<file path="config.mk">
export PLATFORM = sky130hd
export DESIGN_NAME = rx_addr_filter
export DESIGN_NICKNAME = d
export VERILOG_FILES = /design/src/rtl/rx_filter_pkg.sv /design/src/rtl/rxf_regs.sv /design/src/rtl/rxf_addr_match.sv /design/src/rtl/rxf_verdict.sv /design/src/rtl/rx_addr_filter.sv
export SDC_FILE = /design/constraint.sdc
export NUM_CORES = 1
export LEC_CHECK = 0
export BUFFER_PORTS_ARGS = -buffer_cell sky130_fd_sc_hd__buf_2
export CAP_MARGIN = 20
export CORE_UTILIZATION = 47
export DETAILED_ROUTE_END_ITERATION = 8
export PLACE_DENSITY = 0.74
export REMOVE_ABC_BUFFERS = 1
export SLEW_MARGIN = 20
export SYNTH_ARGS = -nofsm -noshare
export SYNTH_HDL_FRONTEND = slang
export SYNTH_SLANG_ARGS = --single-unit
</file>
<file path="constraint.sdc">
create_clock -name clk -period 1.8 [get_ports clk]
set_clock_uncertainty 0.05 [all_clocks]
set_input_delay 0.18 -clock clk [delete_from_list [all_inputs] [get_ports clk]]
set_output_delay 0.18 -clock clk [all_outputs]
set_load 0.1 [all_outputs]
</file>
<file path="src/rtl/rx_filter_pkg.sv">
package rx_filter_pkg;

    typedef struct packed {
        logic monitor;
        logic promisc;
        logic take_mcast;
        logic take_bcast;
        logic take_short;
        logic take_err;
    } rxf_cfg_t;

    localparam int ST_OK     = 0;
    localparam int ST_CRC    = 1;
    localparam int ST_ALIGN  = 2;
    localparam int ST_MISSED = 4;
    localparam int ST_GROUP  = 5;

endpackage

</file>
<file path="src/rtl/rxf_regs.sv">
module rxf_regs
    import rx_filter_pkg::*;
#(
    parameter int ADDR_BYTES = 6,
    parameter int HASH_BYTES = 8,
    parameter int AW         = 4
) (
    input  logic                    clk,
    input  logic                    rst_n,
    input  logic                    wr_en,
    input  logic [AW-1:0]           wr_addr,
    input  logic [7:0]              wr_data,
    output logic [ADDR_BYTES*8-1:0] station,
    output logic [HASH_BYTES*8-1:0] hash_tbl,
    output rxf_cfg_t                cfg
);
    localparam int CFG_ADDR = ADDR_BYTES + HASH_BYTES;

    typedef struct packed {
        logic [ADDR_BYTES*8-1:0] sta;
        logic [HASH_BYTES*8-1:0] hash;
        rxf_cfg_t                cfg;
    } regs_t;

    regs_t r_d, r_q;
    logic [1:0] unused_hi;
    assign unused_hi = wr_data[7:6];

    always_comb begin
        r_d = r_q;
        if (wr_en) begin
            for (int k = 0; k < ADDR_BYTES; k++) begin
                if (wr_addr == AW'(k)) r_d.sta[k*8 +: 8] = wr_data;
            end
            for (int j = 0; j < HASH_BYTES; j++) begin
                if (wr_addr == AW'(ADDR_BYTES + j)) r_d.hash[j*8 +: 8] = wr_data;
            end
            if (wr_addr == AW'(CFG_ADDR)) r_d.cfg = rxf_cfg_t'(wr_data[5:0]);
        end
    end

    always_ff @(posedge clk) begin
        if (!rst_n) r_q <= '0;
        else        r_q <= r_d;
    end

    assign station  = r_q.sta;
    assign hash_tbl = r_q.hash;
    assign cfg      = r_q.cfg;

    AST_CFG_WRITE: assert property (@(posedge clk) disable iff (!rst_n)
        wr_en && wr_addr == AW'(CFG_ADDR) |=> cfg == rxf_cfg_t'($past(wr_data[5:0])));
    AST_IDLE_HOLD: assert property (@(posedge clk) disable iff (!rst_n)
        !wr_en |=> $stable(cfg) && $stable(station) && $stable(hash_tbl));

endmodule

</file>
<file path="src/rtl/rxf_addr_match.sv">
module rxf_addr_match #(
    parameter int ADDR_BYTES = 6,
    parameter int HASH_BYTES = 8,
    parameter int IDX_W      = $clog2(HASH_BYTES*8)
) (
    input  logic [ADDR_BYTES*8-1:0] dest,
    input  logic [ADDR_BYTES*8-1:0] station,
    input  logic [HASH_BYTES*8-1:0] hash_tbl,
    input  logic [IDX_W-1:0]        hash_idx,
    output logic                    is_group,
    output logic                    is_bcast,
    output logic                    sta_hit,
    output logic                    hash_hit
);
    logic [ADDR_BYTES-1:0] byte_eq;

    for (genvar k = 0; k < ADDR_BYTES; k++) begin : g_cmp
        assign byte_eq[k] = (dest[k*8 +: 8] == station[k*8 +: 8]);
    end

    always_comb begin
        is_group = dest[0];
        is_bcast = &dest;
        sta_hit  = &byte_eq;
        hash_hit = hash_tbl[hash_idx];
    end

endmodule

</file>
<file path="src/rtl/rxf_verdict.sv">
module rxf_verdict
    import rx_filter_pkg::*;
#(
    parameter int LEN_W   = 11,
    parameter int MIN_LEN = 64
) (
    input  logic             clk,
    input  logic             rst_n,
    input  rxf_cfg_t         cfg,
    input  logic             frm_valid,
    input  logic [LEN_W-1:0] frm_len,
    input  logic             crc_err,
    input  logic             align_err,
    input  logic             buf_full,
    input  logic             is_group,
    input  logic             is_bcast,
    input  logic             sta_hit,
    input  logic             hash_hit,
    output logic             res_valid,
    output logic             res_accept,
    output logic [7:0]       res_status
);
    typedef struct packed {
        logic       valid;
        logic       accept;
        logic [7:0] status;
    } out_t;

    out_t o_d, o_q;
    logic addr_ok, len_ok, err_ok, pass;

    always_comb begin
        addr_ok = cfg.promisc
                | (!is_group && sta_hit)
                | (is_bcast && cfg.take_bcast)
                | (is_group && !is_bcast && cfg.take_mcast && hash_hit);
        len_ok  = (frm_len >= LEN_W'(MIN_LEN)) | cfg.take_short;
        err_ok  = !(crc_err | align_err) | cfg.take_err;
        pass    = addr_ok & len_ok & err_ok;

        o_d        = o_q;
        o_d.valid  = frm_valid;
        o_d.accept = 1'b0;
        if (frm_valid) begin
            o_d.accept             = pass && !buf_full && !cfg.monitor;
            o_d.status             = '0;
            o_d.status[ST_OK]      = pass && !crc_err && !align_err;
            o_d.status[ST_CRC]     = crc_err;
            o_d.status[ST_ALIGN]   = align_err;
            o_d.status[ST_MISSED]  = pass && buf_full && !cfg.monitor;
            o_d.status[ST_GROUP]   = is_group;
        end
    end

    always_ff @(posedge clk) begin
        if (!rst_n) o_q <= '0;
        else        o_q <= o_d;
    end

    assign res_valid  = o_q.valid;
    assign res_accept = o_q.accept;
    assign res_status = o_q.status;

    AST_MON_NO_ACCEPT: assert property (@(posedge clk) disable iff (!rst_n)
        frm_valid && cfg.monitor |=> !res_accept);
    AST_ACC_NOT_MISSED: assert property (@(posedge clk) disable iff (!rst_n)
        res_accept |-> !res_status[ST_MISSED]);
    AST_FULL_NO_ACCEPT: assert property (@(posedge clk) disable iff (!rst_n)
        frm_valid && buf_full |=> !res_accept);
    AST_RSVD_ZERO: assert property (@(posedge clk) disable iff (!rst_n)
        res_status[3] == 1'b0 && res_status[7:6] == 2'b00);
    AST_OK_CLEAN: assert property (@(posedge clk) disable iff (!rst_n)
        res_status[ST_OK] |-> !res_status[ST_CRC] && !res_status[ST_ALIGN]);
    AST_VALID_FOLLOWS: assert property (@(posedge clk) disable iff (!rst_n)
        frm_valid |=> res_valid);
    AST_ACC_IN_VALID: assert property (@(posedge clk) disable iff (!rst_n)
        res_accept |-> res_valid);

endmodule

</file>
<file path="src/rtl/rx_addr_filter.sv">
module rx_addr_filter
    import rx_filter_pkg::*;
#(
    parameter int ADDR_BYTES = 6,
    parameter int HASH_BYTES = 8,
    parameter int LEN_W      = 11,
    parameter int MIN_LEN    = 64,
    localparam int AW        = $clog2(ADDR_BYTES + HASH_BYTES + 2),
    localparam int IDX_W     = $clog2(HASH_BYTES*8)
) (
    input  logic                    clk,
    input  logic                    rst_n,
    input  logic                    wr_en,
    input  logic [AW-1:0]           wr_addr,
    input  logic [7:0]              wr_data,
    input  logic                    frm_valid,
    input  logic [ADDR_BYTES*8-1:0] frm_dest,
    input  logic [LEN_W-1:0]        frm_len,
    input  logic                    frm_crc_err,
    input  logic                    frm_align_err,
    input  logic [IDX_W-1:0]        frm_hash_idx,
    input  logic                    buf_full,
    output logic                    res_valid,
    output logic                    res_accept,
    output logic [7:0]              res_status
);
    logic [ADDR_BYTES*8-1:0] station;
    logic [HASH_BYTES*8-1:0] hash_tbl;
    rxf_cfg_t                cfg;
    logic is_group, is_bcast, sta_hit, hash_hit;

    rxf_regs #(.ADDR_BYTES(ADDR_BYTES), .HASH_BYTES(HASH_BYTES), .AW(AW)) i_regs (
        .clk(clk), .rst_n(rst_n), .wr_en(wr_en), .wr_addr(wr_addr), .wr_data(wr_data),
        .station(station), .hash_tbl(hash_tbl), .cfg(cfg)
    );

    rxf_addr_match #(.ADDR_BYTES(ADDR_BYTES), .HASH_BYTES(HASH_BYTES), .IDX_W(IDX_W)) i_match (
        .dest(frm_dest), .station(station), .hash_tbl(hash_tbl), .hash_idx(frm_hash_idx),
        .is_group(is_group), .is_bcast(is_bcast), .sta_hit(sta_hit), .hash_hit(hash_hit)
    );

    rxf_verdict #(.LEN_W(LEN_W), .MIN_LEN(MIN_LEN)) i_verdict (
        .clk(clk), .rst_n(rst_n), .cfg(cfg), .frm_valid(frm_valid), .frm_len(frm_len),
        .crc_err(frm_crc_err), .align_err(frm_align_err), .buf_full(buf_full),
        .is_group(is_group), .is_bcast(is_bcast), .sta_hit(sta_hit), .hash_hit(hash_hit),
        .res_valid(res_valid), .res_accept(res_accept), .res_status(res_status)
    );

    AST_GROUP_FLAG: assert property (@(posedge clk) disable iff (!rst_n)
        frm_valid |=> res_status[ST_GROUP] == $past(frm_dest[0]));

endmodule

</file>
==> reports/qor.tcl, run 1 <==
set qor(layout.cells.most_common_list) {124 x sky130_fd_sc_hd__nor2b_1, 123 x sky130_fd_sc_hd__mux2i_1, 123 x sky130_fd_sc_hd__dfxtp_1}
set qor(pwr-share-comb_pct) 9.6
set qor(tritoncts.num_buffers) 17
set qor(final.min_clock_period_ns) 1.95
set qor(grt_start_max_net_pins) 49
set qor(wl_per_cell_um) 17.6
set qor(final_core_area_utilization_pct) 59.7
set qor(n_fill_cell) 1063
set qor(cpPeakStageDelay_ns) 0.32
set qor(deepest_level_of_the_cts_h_tree) 4
set qor(intPower_uw) 5040
set qor(drt-vias-per-instance) 5.19
set qor(endpoint_kind) {register}
set qor(worst-endpoint-arrival_ns) 2.22
set qor(worst-endpoint-required_ns) 2.08
set qor(worstMarginPinSlew_ns) 0.509
set qor(drtAntennaViolNets) 0
set qor(synth_seq_cells) 125
set qor(cts.sinks) 125
set qor(detail_route.iter0.violations) 232
set qor(design.final.nets) 771
set qor(power_frac_clock_pct) 47.7
set qor(achievable-frequency_ghz) 0.514
set qor(synth-seq-area-share_pct) 41.3
set qor(power_frac_seq_pct) 42.7
set qor(i_o_pins) 94
set qor(critical_path.startpoint_type) {register}
set qor(timing.final.hold_violations) 0
set qor(post-route-drc-count) 0
set qor(run_status) {finished, violations left}
set qor(postSynthCellCount) 573
set qor(placeableCoreArea_sq_um) 12600
set qor(effective_utilization_at_floorplan_pct) 48.2
set qor(clk-insertion-delay-late_ns) 0.42
set qor(io_buffers) 84
set qor(avgSynthCellArea_sq_um) 10.6
set qor(die_area_sq_um) 13300
set qor(tritoncts) {built}
set qor(p_leak_uw) 0.00320
set qor(clock_tree.buffer_depth) 2
set qor(pwr_dens_nw_per_um2) 884
set qor(max_slew_margin_pct) 66.0
set qor(syn_to_final_growth_pct) 23.9
set qor(timing.max_cap.violations) 0
set qor(path_clk_slew_ns) 0.06
set qor(cp_slowest_cell) {sky130_fd_sc_hd__dfxtp_2}
set qor(vias_in_the_first_global_route) 4702
set qor(rows) 41
set qor(syn-cell-area_sq_um) 6060
set qor(dieHeight_um) 116
set qor(ir_worst_vdd_v) 0.000686
set qor(synth_area_leader_cell) {sky130_fd_sc_hd__dfxtp_1}
set qor(final.setup.worst_slack_ns) -0.145
set qor(layout-drive-gt1-share_pct) 25.4
set qor(die_width_um) 116
set qor(violated_checks) {setup timing}
set qor(crit_path_frequent_cell) {sky130_fd_sc_hd__buf_4}
set qor(grt.total_usage_pct) 24.7
set qor(grt_antenna_before_repair) 0
set qor(fin_tns_setup_ns) -0.394
set qor(hold_crit_class) {primary input to register}
set qor(routabilityCongestion) 0.876
set qor(switching_share_pct) 24.1
set qor(number_of_distinct_library_cells_after_synthesis) 40
set qor(routed_wirelength_mm) 15.4
set qor(pre_cts_slack_ns) -0.425
set qor(wire_length_of_the_first_global_routing_pass_mm) 24.3
set qor(crit_path_cell_trace) {xor2_1 > nor4_2 > buf_4 > nand4_1 > o41ai_2 > buf_4 > a2bb2oi_2 > o32ai_1}
set qor(root_buffer) {sky130_fd_sc_hd__clkbuf_16}
set qor(antenna_cells) 0
set qor(global_route.overflow_total) 0
set qor(synth.top_cells.by_area) {sky130_fd_sc_hd__dfxtp_1 41%, sky130_fd_sc_hd__mux2i_1 20%, sky130_fd_sc_hd__nor2b_1 13%}
set qor(critical_path_peak_fanout) 2
set qor(yosys_warnings) 0
set qor(vias) 4530
set qor(grt_setup_unrepaired) {true}
set qor(final.period_utilization_pct) 108
set qor(critPathKind) {register to register}
set qor(drv_slew) 0
set qor(drt_pre_antenna_iters) 4
set qor(synth_top_area_share_pct) 41.3
set qor(detailed_place_hpwl_mm) 10.8
set qor(finalSetupViolCount) 3
set qor(most_frequent_standard_cell_in_the_layout_excluding_fill_and_tap_cells) {sky130_fd_sc_hd__nor2b_1}
set qor(switching_power_uw) 1590
[timing repair]
action,CTS,global route
setup buffers,0,0
endpoints found under the setup margin,3,3
hold buffers,2,0
endpoints found under the hold margin,3,0
pin swaps,12,4
gates resized for setup,8,1
[Yosys cell counts (all sizes together)]
| cell | count |
|---|---|
| a2bb2oi | 1 |
| nand2 | 9 |
| a31oi | 2 |
| nor2b | 124 |
| o22ai | 2 |
| o32ai | 1 |
| mux4 | 14 |
| dfxtp | 125 |
| and2 | 1 |
| o31ai | 1 |
| inv | 2 |
| nor3b | 1 |
| nand4 | 14 |
| clkbuf | 31 |
| and3 | 2 |
| mux2i | 123 |
| xor2 | 45 |
| o311ai | 1 |
| a41o | 1 |
| a41oi | 1 |
| buf | 7 |
| nor3 | 4 |
| xnor2 | 2 |
| nand2b | 4 |
| nand3b | 4 |
| conb | 1 |
| or3 | 3 |
| a22oi | 2 |
| o211ai | 1 |
| o41ai | 1 |
| nor4 | 16 |
| nand3 | 6 |
| mux2 | 4 |
| o21a | 1 |
| nor2 | 16 |
[power by group through the flow]
stage,combinational [uW],clock (uW),sequential [uW]
global placement,612,0,2890
CTS,636,3220,2830
floorplan,252,0,2920
global route,678,3350,2830
finish,638,3160,2830
detailed placement,624,0,2890
[final cells by class]
class                           count  area [sq um]  area share, %
Timing Repair Buffer              131           803           10.7
Inverter                            2          7.51          0.100
Clock buffer                       22           464           6.19
Multi-Input combinational cell    410          3420           45.5
Sequential cell                   125          2500           33.4
Tap cell                          172           215           2.87
Clock inverter                     10          91.3           1.22
[critical path, delay by kind of cell (launching register included)]
family | cells | cell delay, ns
AOI/OAI and AO/OA | 3 | 0.57
buffers and inverters | 2 | 0.35
DFF | 1 | 0.32
and+or+nand+nor | 2 | 0.41
xor gates and xnor gates | 1 | 0.16
[per-stage QoR]
stage	instances	hold slack [ns]	power [uW]	instance area, sq um
after global routing	872	0.0228	6860	7500
after global placement	838	0.339	3500	6880
after detailed placement	838	0.334	3510	6880
final	872	0.00656	6630	7500
after floorplan	537	0.209	3170	5880
after CTS	872	0.00163	6680	7500
[final timing paths]
kind                                        startpoint                              endpoint  slack (ns)  cells after the start
setup / recovery       i_regs.station[14]$_SDFFE_PN0P_  i_verdict.res_status[4]$_SDFFE_PN0P_       -0.15                      8
hold / removal                             frm_crc_err  i_verdict.res_status[1]$_SDFFE_PN0P_       0.007                      3
setup reg to reg       i_regs.station[14]$_SDFFE_PN0P_  i_verdict.res_status[4]$_SDFFE_PN0P_       -0.15                      8
hold reg to reg   i_verdict.res_status[4]$_SDFFE_PN0P_  i_verdict.res_status[4]$_SDFFE_PN0P_        0.45                      2
[cells by family after synthesis]
logic type	count (synthesis)	share of synthesized area [%]
and+or+nand+nor	204	20.0
xor gates and xnor gates	47	6.80
muxes	141	26.8
buffers and inverters	40	3.10
DFF	125	41.3
other	1	0.0619
AOI/OAI and AO/OA	15	1.92
[per-layer routing]
layer / track usage [%] / vias to the layer above / routed length [um]
met1: 28.0 / 2162 / 6720
li1: - / 2223 / -
met3: 5.75 / 28 / 620
met4: 10.3 / 0 / 330
met2: 44.6 / 117 / 7720
met5: 0 / - / 0
[flip-flops by register name, indices dropped and copies added, names as in the netlist]
signal / flops
i_verdict.res_accept: 1
i_regs.hash_tbl: 64
i_regs.cfg: 6
i_verdict.res_status: 5
i_verdict.res_valid: 1
i_regs.station: 48
(Power assumes the default switching activity.)
==> inputs of run 2 (changes only) <==
--- a/config.mk
+++ b/config.mk
@@ -10,6 +10,7 @@
 export CORE_UTILIZATION = 47
 export DETAILED_ROUTE_END_ITERATION = 8
 export PLACE_DENSITY = 0.74
+export RECOVER_POWER = 100
 export REMOVE_ABC_BUFFERS = 1
 export SLEW_MARGIN = 20
 export SYNTH_ARGS = -nofsm -noshare
==> run 2 against run 1 <==
The flow still finishes with violations (setup timing). Clock power about the same. Sequential power barely moved. Critical endpoint is now i_verdict.res_status[0]$_SDFFE_PN0P_. Global-route usage did not move. Combinational power about the same. Setup slack worse by 0.0047 ns. Critical path type unchanged. Sequential share of layout area increased by 0.20 points. Cell count did not move. Register-to-register slack about the same. First-iteration DRC count shrank 3.0%. Worst hold slack worse by 0.0023 ns. Core utilization down 0.36 points. Count of clock-buffer cells in the layout did not move.
==> reports/qor.tcl, run 2 (synthesis gave the netlist of run 1 again) <==
set qor(place_area_sq_um) 6880 ;# unchanged
set qor(cts_post_setup_buffers_inserted) 0 ;# unchanged
set qor(endpoint_kind) {register}
set qor(antenna_cells) 0 ;# unchanged
set qor(pwr_dens_nw_per_um2) 889 ;# +0.57%
set qor(final.period_utilization_pct) 108 ;# +0.26 points
set qor(post-place-cells) 838 ;# unchanged
set qor(tritoncts) {built}
set qor(fin_area_sq_um) 7460 ;# -0.60%
set qor(die_area_sq_um) 13300 ;# unchanged
set qor(vias_in_the_first_global_route) 4702 ;# unchanged
set qor(placeableCoreArea_sq_um) 12600 ;# unchanged
set qor(grt_busiest_layer) {met2}
set qor(cp_slowest_cell) {sky130_fd_sc_hd__mux4_2}
set qor(clock_tree.buffer_depth) 2 ;# unchanged
set qor(regToRegSetupSlack_ns) -0.15 ;# about the same
set qor(grt_antenna_before_repair) 0 ;# unchanged
set qor(max_slew_margin_pct) 50.9 ;# -15 points
set qor(worst-endpoint-required_ns) 2.05 ;# -0.03 ns
set qor(clk-insertion-delay-late_ns) 0.42 ;# about the same
set qor(wire_length_of_the_first_global_routing_pass_mm) 24.3 ;# unchanged
set qor(path_buf_inv) 0 ;# -2
set qor(deepest_level_of_the_cts_h_tree) 4 ;# unchanged
set qor(rows) 41 ;# unchanged
set qor(grt.met1_usage_pct) 28.0 ;# unchanged
set qor(hold_crit_class) {primary input to register}
set qor(final.setup.worst_slack_ns) -0.150 ;# -0.00472 ns
set qor(die_width_um) 116 ;# unchanged
set qor(io_buffers) 84 ;# unchanged
set qor(grt_setup_unrepaired) {true}
set qor(cpPeakStageDelay_ns) 0.47 ;# +0.15 ns
set qor(largest_reg_flops) 64 ;# unchanged
set qor(global_route.overflow_total) 0 ;# unchanged
set qor(syn_to_final_growth_pct) 23.2
set qor(grt.met3_usage_pct) 5.75 ;# unchanged
set qor(i_o_pins) 94 ;# unchanged
set qor(grt_start_max_net_pins) 49 ;# unchanged
set qor(effective_utilization_at_floorplan_pct) 48.2 ;# unchanged
set qor(layout-drive-gt1-share_pct) 23.4 ;# -2.0 points
set qor(drt_pre_antenna_iters) 4 ;# unchanged
set qor(routabilityCongestion) 0.876 ;# unchanged
set qor(final_core_area_utilization_pct) 59.4 ;# -0.36 points
set qor(run_status) {finished, violations left}
set qor(worst_path_dominant_cell_family) {compound AO/OA/AOI/OAI gates}
set qor(post-route-drc-count) 0 ;# unchanged
set qor(wl_per_cell_um) 17.7 ;# +0.41%
set qor(layout.cells.most_common_list) {124 x sky130_fd_sc_hd__nor2b_1, 123 x sky130_fd_sc_hd__mux2i_1, 123 x sky130_fd_sc_hd__dfxtp_1}
set qor(detailed_place_hpwl_mm) 10.8 ;# unchanged
set qor(timing.max_cap.violations) 0 ;# unchanged
set qor(finalSetupViolCount) 3 ;# unchanged
set qor(post_layout_nonfiller_instances) 872 ;# unchanged
set qor(timing.final.hold_violations) 0 ;# unchanged
set qor(final.min_clock_period_ns) 1.95 ;# +0.00472 ns
set qor(most_frequent_standard_cell_in_the_layout_excluding_fill_and_tap_cells) {sky130_fd_sc_hd__nor2b_1}
set qor(root_buffer) {sky130_fd_sc_hd__clkbuf_16}
set qor(critical_path.startpoint_type) {register}
set qor(n_fill_cell) 1075 ;# +1.1%
set qor(p_leak_uw) 0.00314 ;# -1.8%
set qor(design.final.nets) 771 ;# unchanged
set qor(drtAntennaViolNets) 0 ;# unchanged
set qor(violated_checks) {setup timing}
set qor(grt_util_met2_pct) 44.6 ;# unchanged
set qor(drt-vias-per-instance) 5.22 ;# +0.49%
set qor(detail_route.iter0.violations) 225 ;# -3.0%
set qor(ir_worst_vdd_v) 0.000686 ;# about the same
set qor(worst-endpoint-arrival_ns) 2.20 ;# -0.02 ns
set qor(achievable-frequency_ghz) 0.513 ;# -0.24%
set qor(worstMarginPinSlew_ns) 0.736 ;# +0.227 ns
set qor(path_clk_slew_ns) 0.05 ;# about the same
set qor(routed_wirelength_mm) 15.5 ;# +0.41%
set qor(dieHeight_um) 116 ;# unchanged
set qor(drv_slew) 0 ;# unchanged
set qor(crit_path_cell_trace) {mux4_2 > a22oi_2 > a31oi_1 > nor4_2 > nor3_1 > o21a_1}
set qor(cts.sinks) 125 ;# unchanged
set qor(critPathKind) {register to register}
set qor(vias) 4552 ;# +0.49%
set qor(grt.total_usage_pct) 24.7 ;# unchanged
set qor(critical_path_peak_fanout) 2 ;# unchanged
set qor(finalPower_uw) 6630 ;# about the same
set qor(tritoncts.num_buffers) 17 ;# unchanged
==> run 2: cell type report <==
class	count	area, sq um	area share [%]
flip-flops and latches	125	2500	33.6
repair buffers	131	758	10.2
inverters	2	7.51	0.101
well taps	172	215	2.88
clock buffers	22	464	6.22
multi-input cells	410	3420	45.8
clock inverters	10	91.3	1.22
==> run 2: worst paths after layout <==
check	start	end	depth (start not counted)
min reg2reg	i_verdict.res_status[4]$_SDFFE_PN0P_	i_verdict.res_status[4]$_SDFFE_PN0P_	2
min	frm_crc_err	i_verdict.res_status[1]$_SDFFE_PN0P_	3
max	i_regs.hash_tbl[10]$_SDFFE_PN0P_	i_verdict.res_status[0]$_SDFFE_PN0P_	6
max reg2reg	i_regs.hash_tbl[10]$_SDFFE_PN0P_	i_verdict.res_status[0]$_SDFFE_PN0P_	6
==> run 2: power breakdown <==
group	switching [uW]	total [uW]	internal [uW]
combinational	371	635	263
clock	1200	3160	1960
sequential	22.3	2830	2810
total	1600	6630	5030
==> run 2: metrics by stage <==
step,setup TNS (ns),hold WS (ns),worst slack [ns]
6_report,-0.412,0.00423,-0.150
4_1_cts,-0.388,0.00163,-0.144
5_1_grt,-0.634,0.0228,-0.236
2_1_floorplan,-0.0339,0.209,-0.0339
3_5_place_dp,-1.15,0.334,-0.425
3_3_place_gp,-1.11,0.339,-0.406
==> run 2: worst register-to-register path: cells and delay by family (launching register included) <==
kind | cells | cell delay [ns]
flops | 1 | 0.31
simple gates | 2 | 0.51
compound gates | 3 | 0.51
mux | 1 | 0.47
==> run 2: timing repair <==
action / CTS / global route
resized for setup: 8 / 1
pin swaps: 12 / 4
hold endpoints to repair: 3 / 0
setup endpoints to repair: 3 / 3
hold buffers: 2 / 0
gates cloned: 0 / 0
==> run 2: layer usage <==
layer	vias to the layer above	share of wire, %
met4	0	1.5
met2	131	51
li1	2229	-
met3	17	4.6
met5	-	0
met1	2175	43
